<file path="config.mk">
export PLATFORM = sky130hd
export DESIGN_NAME = cim_array_top
export DESIGN_NICKNAME = d
export VERILOG_FILES = /design/src/rtl/cim_pkg.sv /design/src/rtl/cim_bit_array.sv /design/src/rtl/cim_periph.sv /design/src/rtl/cim_mul_seq.sv /design/src/rtl/cim_array_top.sv
export SDC_FILE = /design/constraint.sdc
export NUM_CORES = 2
export LEC_CHECK = 0
export ABC_CLOCK_PERIOD_IN_PS = 20100
export BUFFER_PORTS_ARGS = -buffer_cell sky130_fd_sc_hd__buf_2
export CAP_MARGIN = 15
export CORE_MARGIN = 2
export CORE_UTILIZATION = 64
export CTS_CLUSTER_SIZE = 25
export DETAILED_ROUTE_END_ITERATION = 10
export GPL_ROUTABILITY_DRIVEN = 0
export PLACE_DENSITY = 0.78
export SETUP_SLACK_MARGIN = 0.15
export SYNTH_ARGS = -nofsm -noshare
export SYNTH_HDL_FRONTEND = slang
export SYNTH_HIERARCHICAL = 1
export SYNTH_SLANG_ARGS = --single-unit
</file>
<file path="constraint.sdc">
create_clock -name clk_i -period 20.1 [get_ports clk_i]
set_clock_uncertainty 0.15 [all_clocks]
set_input_delay 5.025 -clock clk_i [delete_from_list [all_inputs] [get_ports clk_i]]
set_output_delay 5.025 -clock clk_i [all_outputs]
set_load 0.05 [all_outputs]
</file>
<file path="src/rtl/cim_pkg.sv">
package cim_pkg;
  typedef enum logic [3:0] {
    OP_READ  = 4'd0,
    OP_WRITE = 4'd1,
    OP_AND   = 4'd2,
    OP_NOR   = 4'd3,
    OP_OR    = 4'd4,
    OP_NAND  = 4'd5,
    OP_XOR   = 4'd6,
    OP_XNOR  = 4'd7,
    OP_ADD   = 4'd8,
    OP_SHL   = 4'd9,
    OP_SHR   = 4'd10,
    OP_MUL   = 4'd11
  } cim_op_e;
endpackage

</file>
<file path="src/rtl/cim_bit_array.sv">
module cim_bit_array #(
  parameter int ROWS  = 32,
  parameter int WIDTH = 32,
  parameter int AW    = $clog2(ROWS)
) (
  input  logic             clk_i,
  input  logic             rst_ni,
  input  logic [AW-1:0]    row_a_i,
  input  logic [AW-1:0]    row_b_i,
  input  logic             we_i,
  input  logic [AW-1:0]    wa_i,
  input  logic [WIDTH-1:0] wd_i,
  output logic [WIDTH-1:0] and_o,
  output logic [WIDTH-1:0] nor_o
);
  logic [WIDTH-1:0] mem_q [ROWS];

  always_ff @(posedge clk_i or negedge rst_ni) begin
    if (!rst_ni) begin
      for (int r = 0; r < ROWS; r++) mem_q[r] <= '0;
    end else if (we_i) begin
      mem_q[wa_i] <= wd_i;
    end
  end

  // dual-row activation: sense amps see both wordlines on the shared bitlines
  assign and_o = mem_q[row_a_i] & mem_q[row_b_i];
  assign nor_o = ~(mem_q[row_a_i] | mem_q[row_b_i]);
endmodule

</file>
<file path="src/rtl/cim_periph.sv">
module cim_periph
  import cim_pkg::*;
#(
  parameter int WIDTH = 32
) (
  input  cim_op_e          op_i,
  input  logic [WIDTH-1:0] and_i,
  input  logic [WIDTH-1:0] nor_i,
  output logic [WIDTH-1:0] res_o
);
  logic [WIDTH-1:0] or_w, nand_w, xnor_w, xor_w, sum_w, shl_w, shr_w;
  logic [WIDTH:0]   carry_w;

  assign or_w   = ~nor_i;
  assign nand_w = ~and_i;
  assign xnor_w = and_i | nor_i;
  assign xor_w  = ~xnor_w;

  assign carry_w[0] = 1'b0;
  for (genvar g = 0; g < WIDTH; g++) begin : g_col
    assign sum_w[g]       = xor_w[g] ^ carry_w[g];
    assign carry_w[g+1]   = and_i[g] | (xor_w[g] & carry_w[g]);
  end

  // single-operand ops activate the same row twice, so OR carries the operand
  assign shl_w = {or_w[WIDTH-2:0], 1'b0};
  assign shr_w = {1'b0, or_w[WIDTH-1:1]};

  always_comb begin
    unique case (op_i)
      OP_AND:  res_o = and_i;
      OP_NOR:  res_o = nor_i;
      OP_NAND: res_o = nand_w;
      OP_XOR:  res_o = xor_w;
      OP_XNOR: res_o = xnor_w;
      OP_ADD:  res_o = sum_w;
      OP_SHL:  res_o = shl_w;
      OP_SHR:  res_o = shr_w;
      default: res_o = or_w;
    endcase
  end

  // a+b = (a^b) + 2(a&b); independent of the ripple chain
  always_comb begin
    if (op_i == OP_ADD) begin
      p_add_identity_r5: assert (sum_w == WIDTH'(xor_w + (and_i << 1)));
    end
  end
endmodule

</file>
<file path="src/rtl/cim_mul_seq.sv">
module cim_mul_seq
  import cim_pkg::*;
#(
  parameter int ROWS  = 32,
  parameter int WIDTH = 32,
  parameter int AW    = $clog2(ROWS)
) (
  input  logic             clk_i,
  input  logic             rst_ni,
  input  logic             start_i,
  input  logic [AW-1:0]    src_a_i,
  input  logic [AW-1:0]    src_b_i,
  input  logic [AW-1:0]    dst_i,
  input  logic [WIDTH-1:0] res_i,
  output logic             busy_o,
  output logic             done_o,
  output logic [AW-1:0]    row_a_o,
  output logic [AW-1:0]    row_b_o,
  output cim_op_e          op_o,
  output logic             we_o,
  output logic [AW-1:0]    wa_o
);
  localparam int CW = $clog2(WIDTH);
  localparam logic [AW-1:0] ACC_ROW = AW'(ROWS - 1);
  localparam logic [AW-1:0] MCD_ROW = AW'(ROWS - 2);
  localparam logic [CW-1:0] LAST    = CW'(WIDTH - 1);

  typedef enum logic [2:0] {S_IDLE, S_LDB, S_LDA, S_CLR, S_ADD, S_SHF, S_CPY} seq_e;

  seq_e             state_q;
  logic [CW-1:0]    cnt_q;
  logic [WIDTH-1:0] mplier_q;
  logic [AW-1:0]    a_q, b_q, d_q;

  always_ff @(posedge clk_i or negedge rst_ni) begin
    if (!rst_ni) begin
      state_q  <= S_IDLE;
      cnt_q    <= '0;
      mplier_q <= '0;
      a_q      <= '0;
      b_q      <= '0;
      d_q      <= '0;
      done_o   <= 1'b0;
    end else begin
      done_o <= 1'b0;
      unique case (state_q)
        S_IDLE: if (start_i) begin
          a_q     <= src_a_i;
          b_q     <= src_b_i;
          d_q     <= dst_i;
          cnt_q   <= '0;
          state_q <= S_LDB;
        end
        S_LDB: begin
          mplier_q <= res_i;  // multiplier captured before scratch rows are touched
          state_q  <= S_LDA;
        end
        S_LDA: state_q <= S_CLR;
        S_CLR: state_q <= S_ADD;
        S_ADD: begin
          mplier_q <= mplier_q >> 1;
          state_q  <= S_SHF;
        end
        S_SHF: begin
          cnt_q   <= cnt_q + 1'b1;
          state_q <= (cnt_q == LAST) ? S_CPY : S_ADD;
        end
        S_CPY: begin
          done_o  <= 1'b1;
          state_q <= S_IDLE;
        end
        default: state_q <= S_IDLE;
      endcase
    end
  end

  always_comb begin
    row_a_o = ACC_ROW;
    row_b_o = ACC_ROW;
    op_o    = OP_OR;
    we_o    = 1'b0;
    wa_o    = ACC_ROW;
    unique case (state_q)
      S_LDB: begin row_a_o = b_q; row_b_o = b_q; end
      S_LDA: begin row_a_o = a_q; row_b_o = a_q; we_o = 1'b1; wa_o = MCD_ROW; end
      S_CLR: begin row_a_o = a_q; row_b_o = a_q; op_o = OP_XOR; we_o = 1'b1; end
      S_ADD: begin row_b_o = MCD_ROW; op_o = OP_ADD; we_o = mplier_q[0]; end
      S_SHF: begin
        row_a_o = MCD_ROW; row_b_o = MCD_ROW; op_o = OP_SHL; we_o = 1'b1; wa_o = MCD_ROW;
      end
      S_CPY: begin we_o = 1'b1; wa_o = d_q; end
      default: ;
    endcase
  end

  assign busy_o = (state_q != S_IDLE);

  p_done_after_copy_r8: assert property (@(posedge clk_i) disable iff (!rst_ni)
    done_o |-> $past(state_q == S_CPY));
  p_step_pairs_r8: assert property (@(posedge clk_i) disable iff (!rst_ni)
    (state_q == S_ADD) |=> (state_q == S_SHF));
endmodule

</file>
<file path="src/rtl/cim_array_top.sv">
module cim_array_top
  import cim_pkg::*;
#(
  parameter int ROWS  = 32,
  parameter int WIDTH = 32,
  localparam int AW   = $clog2(ROWS)
) (
  input  logic             clk_i,
  input  logic             rst_ni,
  input  logic             cmd_valid_i,
  output logic             cmd_ready_o,
  input  logic [3:0]       cmd_op_i,
  input  logic [AW-1:0]    cmd_ra_i,
  input  logic [AW-1:0]    cmd_rb_i,
  input  logic [AW-1:0]    cmd_rd_i,
  input  logic [WIDTH-1:0] cmd_wdata_i,
  output logic             rd_valid_o,
  output logic [WIDTH-1:0] rd_data_o,
  output logic             mul_done_o
);
  cim_op_e          cmd_op;
  logic             accept, single_row, writes_back, mul_start;
  logic             seq_busy, seq_we;
  logic [AW-1:0]    seq_ra, seq_rb, seq_wa;
  cim_op_e          seq_op;
  logic [AW-1:0]    arr_ra, arr_rb, arr_wa;
  logic             arr_we;
  logic [WIDTH-1:0] arr_wd, and_w, nor_w, res_w;
  cim_op_e          arr_op;

  assign cmd_op      = cim_op_e'(cmd_op_i);
  assign cmd_ready_o = ~seq_busy;
  assign accept      = cmd_valid_i & cmd_ready_o;
  assign single_row  = (cmd_op == OP_READ) || (cmd_op == OP_SHL) || (cmd_op == OP_SHR);
  assign writes_back = (cmd_op_i >= 4'd1) && (cmd_op_i <= 4'd10);
  assign mul_start   = accept && (cmd_op == OP_MUL);

  always_comb begin
    if (seq_busy) begin
      arr_ra = seq_ra;
      arr_rb = seq_rb;
      arr_op = seq_op;
      arr_we = seq_we;
      arr_wa = seq_wa;
      arr_wd = res_w;
    end else begin
      arr_ra = cmd_ra_i;
      arr_rb = single_row ? cmd_ra_i : cmd_rb_i;
      arr_op = cmd_op;
      arr_we = accept && writes_back;
      arr_wa = cmd_rd_i;
      arr_wd = (cmd_op == OP_WRITE) ? cmd_wdata_i : res_w;
    end
  end

  cim_bit_array #(.ROWS(ROWS), .WIDTH(WIDTH), .AW(AW)) i_array (
    .clk_i   (clk_i),
    .rst_ni  (rst_ni),
    .row_a_i (arr_ra),
    .row_b_i (arr_rb),
    .we_i    (arr_we),
    .wa_i    (arr_wa),
    .wd_i    (arr_wd),
    .and_o   (and_w),
    .nor_o   (nor_w)
  );

  cim_periph #(.WIDTH(WIDTH)) i_periph (
    .op_i  (arr_op),
    .and_i (and_w),
    .nor_i (nor_w),
    .res_o (res_w)
  );

  cim_mul_seq #(.ROWS(ROWS), .WIDTH(WIDTH), .AW(AW)) i_seq (
    .clk_i    (clk_i),
    .rst_ni   (rst_ni),
    .start_i  (mul_start),
    .src_a_i  (cmd_ra_i),
    .src_b_i  (cmd_rb_i),
    .dst_i    (cmd_rd_i),
    .res_i    (res_w),
    .busy_o   (seq_busy),
    .done_o   (mul_done_o),
    .row_a_o  (seq_ra),
    .row_b_o  (seq_rb),
    .op_o     (seq_op),
    .we_o     (seq_we),
    .wa_o     (seq_wa)
  );

  always_ff @(posedge clk_i or negedge rst_ni) begin
    if (!rst_ni) begin
      rd_valid_o <= 1'b0;
      rd_data_o  <= '0;
    end else begin
      rd_valid_o <= accept && (cmd_op == OP_READ);
      if (accept && (cmd_op == OP_READ)) rd_data_o <= res_w;
    end
  end

  p_read_latency_r2: assert property (@(posedge clk_i) disable iff (!rst_ni)
    rd_valid_o |-> $past(cmd_valid_i && cmd_ready_o && (cmd_op_i == 4'd0)));
  p_mul_blocks_r9: assert property (@(posedge clk_i) disable iff (!rst_ni)
    mul_start |=> !cmd_ready_o);
  p_done_frees_r8: assert property (@(posedge clk_i) disable iff (!rst_ni)
    mul_done_o |-> cmd_ready_o);
endmodule

</file>
After elaboration in Yosys (flattened, before gate mapping)
Index checks and enable logic that the tools add are counted.
- register bits after elaboration: 1113
- bits of input ports: 54
- output and inout bits: 35
- logic and storage cells: 219
- reduce and logical (&&, ||, !) cells: 18
- add/subtract/negate cells: 1
- magnitude comparators: 6
- eq/ne operators: 20
- mux-type cells: 30
- bitwise logic cells: 103
- operator list (cell ; count):
    1024-bit bitwise mux ; 1
    32-bit binary-select mux with 5-bit select ; 2
    32-bit case mux with 8 select lines ; 1
    32-bit 2-to-1 mux ; 7
    32-bit demux with 5-bit select ; 1
    32-bit inverter ; 4
    32-bit OR ; 2
    32-bit case mux with 2 select lines ; 1
    32-bit bitwise AND ; 1
    1-bit bitwise AND ; 31
    1-bit bitwise XOR ; 31
    1-bit OR ; 30
    5-bit case mux with 3 select lines ; 2
    5-bit 2-to-1 mux ; 5
    4-bit == test, second input constant ; 6
    5-bit case mux with 2 select lines ; 2
    6-bit greater-or-equal comparator, second input constant ; 3
    5-bit inverter with 6-bit output ; 3
    3-bit case mux with 6 select lines ; 1
    4-bit by 3-bit == test with 1-bit output, second input constant ; 3
    4-bit case mux with 3 select lines ; 1
    3-bit == test, second input constant ; 3
    4-bit by 2-bit == test with 1-bit output, second input constant ; 2
    3-bit by 2-bit == test with 1-bit output, second input constant ; 2
    other kinds (23) ; 33

Depth between registers and ports, before layout
- depth after elaboration: 78
- mapped depth: 84
- mapped depth without buffers: 76

By module
Netlist, hierarchy kept.
- by module, submodules not included (module ; area an instance (µm²) ; instances ; seq. area each (µm²) ; cells an instance):
    cim_bit_array ; 56477.9 ; 1 ; 25624.6 ; 4605
    cim_periph ; 3061.7 ; 1 ; 0.0 ; 480
    cim_mul_seq ; 2866.5 ; 1 ; 1401.3 ; 250
    cim_array_top ; 2238.4 ; 1 ; 825.8 ; 154

Worst setup path after synthesis
OpenSTA, ideal clock, no wires.
- path type: in2reg
- from: in cmd_op_i[1]
- to: reg i_array/mem_q[638] in the netlist's numbering
- data required time: 19822 ps
- library setup time: 128 ps
- slack: -1601 ps
- buffers on the path: 4
- stages: 80
- arrival: 21423 ps
- path through: xor2_1 -> o21a_1 -> nand2b_1 -> o221a_2 -> buf_4 -> buf_4 -> buf_4 -> mux2i_1 -> a22oi_1 -> nand2_1 -> o22ai_1 -> nor2_1 -> nor2_1 -> nor2_1 -> ha_1 -> or2_2 -> ha_1 -> or2_2 -> [44 not listed] -> ha_1 -> or2_2 -> ha_1 -> or2_2 -> ha_1 -> or2_2 -> ha_1 -> or2_2 -> ha_1 -> or2_2 -> ha_1 -> a21oi_1 -> o22ai_1 -> nand2_1 -> o211ai_1 -> mux2_4 -> clkbuf_1 -> mux2_1
- elaborated cells between the ends (all ways): 96
- classes of those cells: order compare (2); eq/ne (11); mux (11); bitwise (67); reduce/logical (5)
- RTL lines (element ; RTL line ; text):
    start, declared ; cim_array_top.sv:12 ; input logic [3:0] cmd_op_i,
    4-bit == test or 4-bit zero test (tied branches) ; cim_array_top.sv:34 ; assign single_row = (cmd_op == OP_READ) || (cmd_op == OP_SHL) || (cmd_op == OP_SHR);
    1-bit logical OR ; cim_array_top.sv:34 ;
    1-bit logical OR * ; cim_array_top.sv:34 ;
    5-bit 2-to-1 mux * ; cim_array_top.sv:48 ; arr_rb = single_row ? cmd_ra_i : cmd_rb_i;
    5-bit 2-to-1 mux * ; cim_array_top.sv:39 ; if (seq_busy) begin
    named net arr_rb[1] ; cim_array_top.sv:26 ; logic [AW-1:0] arr_ra, arr_rb, arr_wa;
    5-bit inverter with 6-bit output (implied by the code) * ; cim_bit_array.sv:27 ; assign and_o = mem_q[row_a_i] & mem_q[row_b_i];
    32-bit binary-select mux with 5-bit select * ; cim_bit_array.sv:27 ;
    [3 not listed] ; n/a ;
    named net and_w[1] ; cim_array_top.sv:28 ; logic [WIDTH-1:0] arr_wd, and_w, nor_w, res_w;
    [59 not listed] ; n/a ;
    1-bit OR * ; cim_periph.sv:22 ; assign carry_w[g+1] = and_i[g] | (xor_w[g] & carry_w[g]);
    1-bit bitwise XOR * ; cim_periph.sv:21 ; assign sum_w[g] = xor_w[g] ^ carry_w[g];
    32-bit case mux with 8 select lines * ; cim_periph.sv:30 ; unique case (op_i)
    named net res_w[30] ; cim_array_top.sv:28 ;
    32-bit 2-to-1 mux ; cim_array_top.sv:52 ; arr_wd = (cmd_op == OP_WRITE) ? cmd_wdata_i : res_w;
    32-bit 2-to-1 mux * ; cim_array_top.sv:39 ;
    named net arr_wd[30] ; cim_array_top.sv:28 ;
    1024-bit bitwise mux * ; cim_bit_array.sv:22 ; mem_q[wa_i] <= wd_i;
    end signal, assigned by index ; cim_bit_array.sv:22 ;
    end, declared ; cim_bit_array.sv:16 ; logic [WIDTH-1:0] mem_q [ROWS];
The timed path passes the listed nets; every way through them passes the cells marked *. The select of a mux whose other input is x is not followed.
A chain may end at the register's enable or synchronous reset.

Final worst setup path
- from: in cmd_op_i[1]
- to: reg i_array/mem_q[638] in the netlist's numbering
- elaborated cells between the ends (all ways): 96
- classes of those cells: order compare (2); eq/ne (11); mux (11); bitwise (67); reduce/logical (5)
- RTL lines (element ; RTL line):
    4-bit == test or 4-bit zero test (tied branches) ; cim_array_top.sv:34
    1-bit logical OR ; cim_array_top.sv:34
    1-bit logical OR * ; cim_array_top.sv:34
    5-bit 2-to-1 mux * ; cim_array_top.sv:48
    5-bit 2-to-1 mux * ; cim_array_top.sv:39
    named net arr_rb[1] ; cim_array_top.sv:26
    5-bit inverter with 6-bit output (implied by the code) * ; cim_bit_array.sv:27
    32-bit binary-select mux with 5-bit select * ; cim_bit_array.sv:27
    [3 not listed] ; n/a
    named net and_w[0] ; cim_array_top.sv:28
    [57 not listed] ; n/a
    1-bit OR * ; cim_periph.sv:22
    1-bit bitwise XOR * ; cim_periph.sv:21
    32-bit case mux with 8 select lines * ; cim_periph.sv:30
    named net res_w[30] ; cim_array_top.sv:28
    32-bit 2-to-1 mux ; cim_array_top.sv:52
    32-bit 2-to-1 mux * ; cim_array_top.sv:39
    named net arr_wd[30] ; cim_array_top.sv:28
    1024-bit bitwise mux * ; cim_bit_array.sv:22
Marks and branches as above.

==> flow_summary.json <==
{
  "run_status": "complete, no violations",
  "antenna_violations_before_repair": 4,
  "path_common_cell": "or2_4",
  "commonest_cells_after_routing_fill_and_taps_aside": "dfrtp_1, mux2_2, mux2i_1",
  "combinational_family_with_the_most_area_after_synthesis": "multiplexers",
  "buffer_ports.inserted": 88,
  "number_of_non_filler_instances_in_the_completed_layout": 6798,
  "first_global_vias": 48600,
  "cts_inserted_buffers": 116,
  "yosys_synthesis_warning_count": 6,
  "post-place-ws_ns": -0.296,
  "die_y_um": 322,
  "synth_compound_area_frac": 0.0984,
  "layout_worst_path_cycle_share": 0.978,
  "max_freq_mhz": 50.9,
  "floorplan.die_area_um2": 104000,
  "detail_route.drc_violations": 0,
  "timing.critical_path.from_type": "input pin",
  "seq_area_frac_synth": 0.431,
  "netlist_area_before_placement_um2": 64600,
  "final_layout_size_suffix_gt1_frac": 0.323,
  "design.final.nets": 5486,
  "syn-num-nets": 5575,
  "ant_nets": 0,
  "row_count": 116,
  "crit_fanout": 8,
  "timing.hold.ws_ns": 0.333,
  "grt_start_max_net_pins": 166,
  "grt-ovfl-total": 0,
  "arrival_ns": 20.11,
  "timing.critical_path.slowest_cell_delay_ns": 0.33,
  "detail_route.wirelength_mm": 210,
  "rsz_0062_raised_after_global_routing": "true",
  "floorplan.io_pins": 89,
  "finalWorstSetupSlack_ns": 0.444,
  "crit_required_ns": 20.55,
  "synth_cell_types": 71,
  "floorplan.initialDensity": 0.646,
  "worstSetupEndpointType": "register",
  "area_growth_pct": 8.56,
  "yosys.area_share.adder": 0.00619,
  "number_of_maximum_capacitance_violations": 0,
  "placedInstanceArea_um2": 65900,
  "average_detailed_routed_wire_length_per_instance_um": 30.8,
  "syn-mean-instance-area_um2": 11.8,
  "cts.path.max_buffers": 3,
  "layout.cells.most_common": "dfrtp_1",
  "synth_simple_gate_area_share": 0.0511,
  "drt-pass1-iter-count": 7,
  "critical_path.slowest_cell": "mux2_4",
  "grt_use_total": 0.399,
  "synth_edf_count": 0,
  "timing.final.setup_violations": 0,
  "ys_async_sr_fraction": 1.00,
  "place_hpwl_mm": 118,
  "worst-slew-pin-transition_ns": 1.13,
  "post_cts_hold_buffer_count": 0,
  "slew_headroom": 0.248,
  "min_path_type": "reg -> reg",
  "core_um2": 100000,
  "clkLatencyLatePin_ns": 0.74,
  "htreeDepth": 3,
  "viasPerCell": 7.17,
  "postSynthCellCount": 5489,
  "timing_worst_setup_path_type": "in -> reg",
  "final.min_clock_period_ns": 19.66,
  "finalMaxSlewViolations": 0,
  "dominantRegCellSynth": "dfrtp_1",
  "ys_ff_latch": 1113,
  "cts_tree": "yes",
  "initialDrtViolationCount": 6138,
  "final_cell_area_um2": 70200,
  "die_w_um": 322,
  "cts_num_sinks": 1113,
  "synth-xor-area-share": 0.000929,
  "ctsRootBufferMaster": "clkbuf_16",
  "cts.clk_slew.worst_paths_ns": 0.06,
  "vias": 48700,
  "placedCellCount": 6564,
  "hold_violations": 0,
  "grt_first_pass_wirelength_mm": 310,
  "synth.mux.area_fraction": 0.366
}
## state kept, by name, indices dropped and copies added (netlist names)
signal and flops:
i_seq/d_q 5, i_seq/state_q 3, i_seq/cnt_q 5, rd_data_o 32
rd_valid_o 1, i_array/mem_q 1024, i_seq/done_o 1, i_seq/mplier_q 32
i_seq/b_q 5, i_seq/a_q 5
## cell families after synthesis
| logic type | after synthesis |
|---|---|
| buffers and inverters | 531 |
| and+or+nand+nor | 722 |
| adders and majority gates | 32 |
| xor gates and xnor gates | 6 |
| DFF | 1113 |
| AOI/OAI and AO/OA | 891 |
| muxes | 2194 |
## worst paths after layout
check                                        startpoint                             end  slack [ns]  cells past startpoint
min in group asynchronous                        rst_ni  i_array/mem_q[681]$_DFFE_PN0P_        4.22                      1
setup / recovery                            cmd_op_i[1]  i_array/mem_q[638]$_DFFE_PN0P_        0.44                     80
max in group asynchronous                        rst_ni  i_seq/mplier_q[16]$_DFFE_PN0P_       11.83                      5
setup reg to reg           i_seq/state_q[2]$_DFFE_PN0P_  i_array/mem_q[638]$_DFFE_PN0P_        3.08                     78
hold reg to reg                i_seq/b_q[2]$_DFFE_PN0P_        i_seq/b_q[2]$_DFFE_PN0P_        0.33                      2
hold / removal                 i_seq/b_q[2]$_DFFE_PN0P_        i_seq/b_q[2]$_DFFE_PN0P_        0.33                      2
## stage by stage
step,util,TNS (ns)
6_report,0.701,0
5_1_grt,0.701,0
4_1_cts,0.698,0
3_5_place_dp,0.658,-19.29
3_3_place_gp,0.658,-9.82
2_1_floorplan,-,0
## cell usage after synthesis (all sizes together) (23+ instances only)
cell,instances,area share
mux2,1166,0.21
or2,33,0.0032
nand2,356,0.021
a21oi,69,0.0054
o22ai,148,0.014
o221ai,23,0.0031
dfrtp,1113,0.43
ha,32,0.0062
o21ai,35,0.0028
nand2b,23,0.0022
a22oi,522,0.061
nor2,201,0.013
clkbuf,196,0.011
mux2i,1028,0.16
buf,317,0.034
and2,35,0.0034
## timing repair
action / 4_1_cts / 5_1_grt
resized for setup: 0 / 24
endpoints found under the setup margin: 0 / 98
buffers inserted: 0 / 8
hold endpoints to repair: 0 / 0
## per-layer routing
layer / GRT usage / share of wire / vias to the layer above
li1: - / - / 20200
met1: 0.531 / 0.38 / 24600
met2: 0.587 / 0.43 / 3139
met3: 0.105 / 0.12 / 843
met4: 0.241 / 0.065 / 2
met5: 0 / 0.00016 / -
## critical path, delay by kind of cell
kind            cells  cell delay, ns
buf+inv             5            0.76
xor+xnor            1            0.15
simple gates       34            7.67
fa+ha+maj          30            4.75
compound gates      7            1.02
mux                 3            0.79
## layout make-up
type                            instances  area, um2
Antenna cell                            4       10.0
Multi-Input combinational cell       3848      34400
Tap cell                             1298       1620
Fill cell                            7060      30000
Sequential cell                      1113      27900
Timing Repair Buffer                  303       2260
Clock buffer                          162       3390
Inverter                               18       67.6
Clock inverter                         52        591
Power is left out: the tool's default activity adds up to more than one toggle a clock period on the data nets, which glitch-free logic cannot reach.
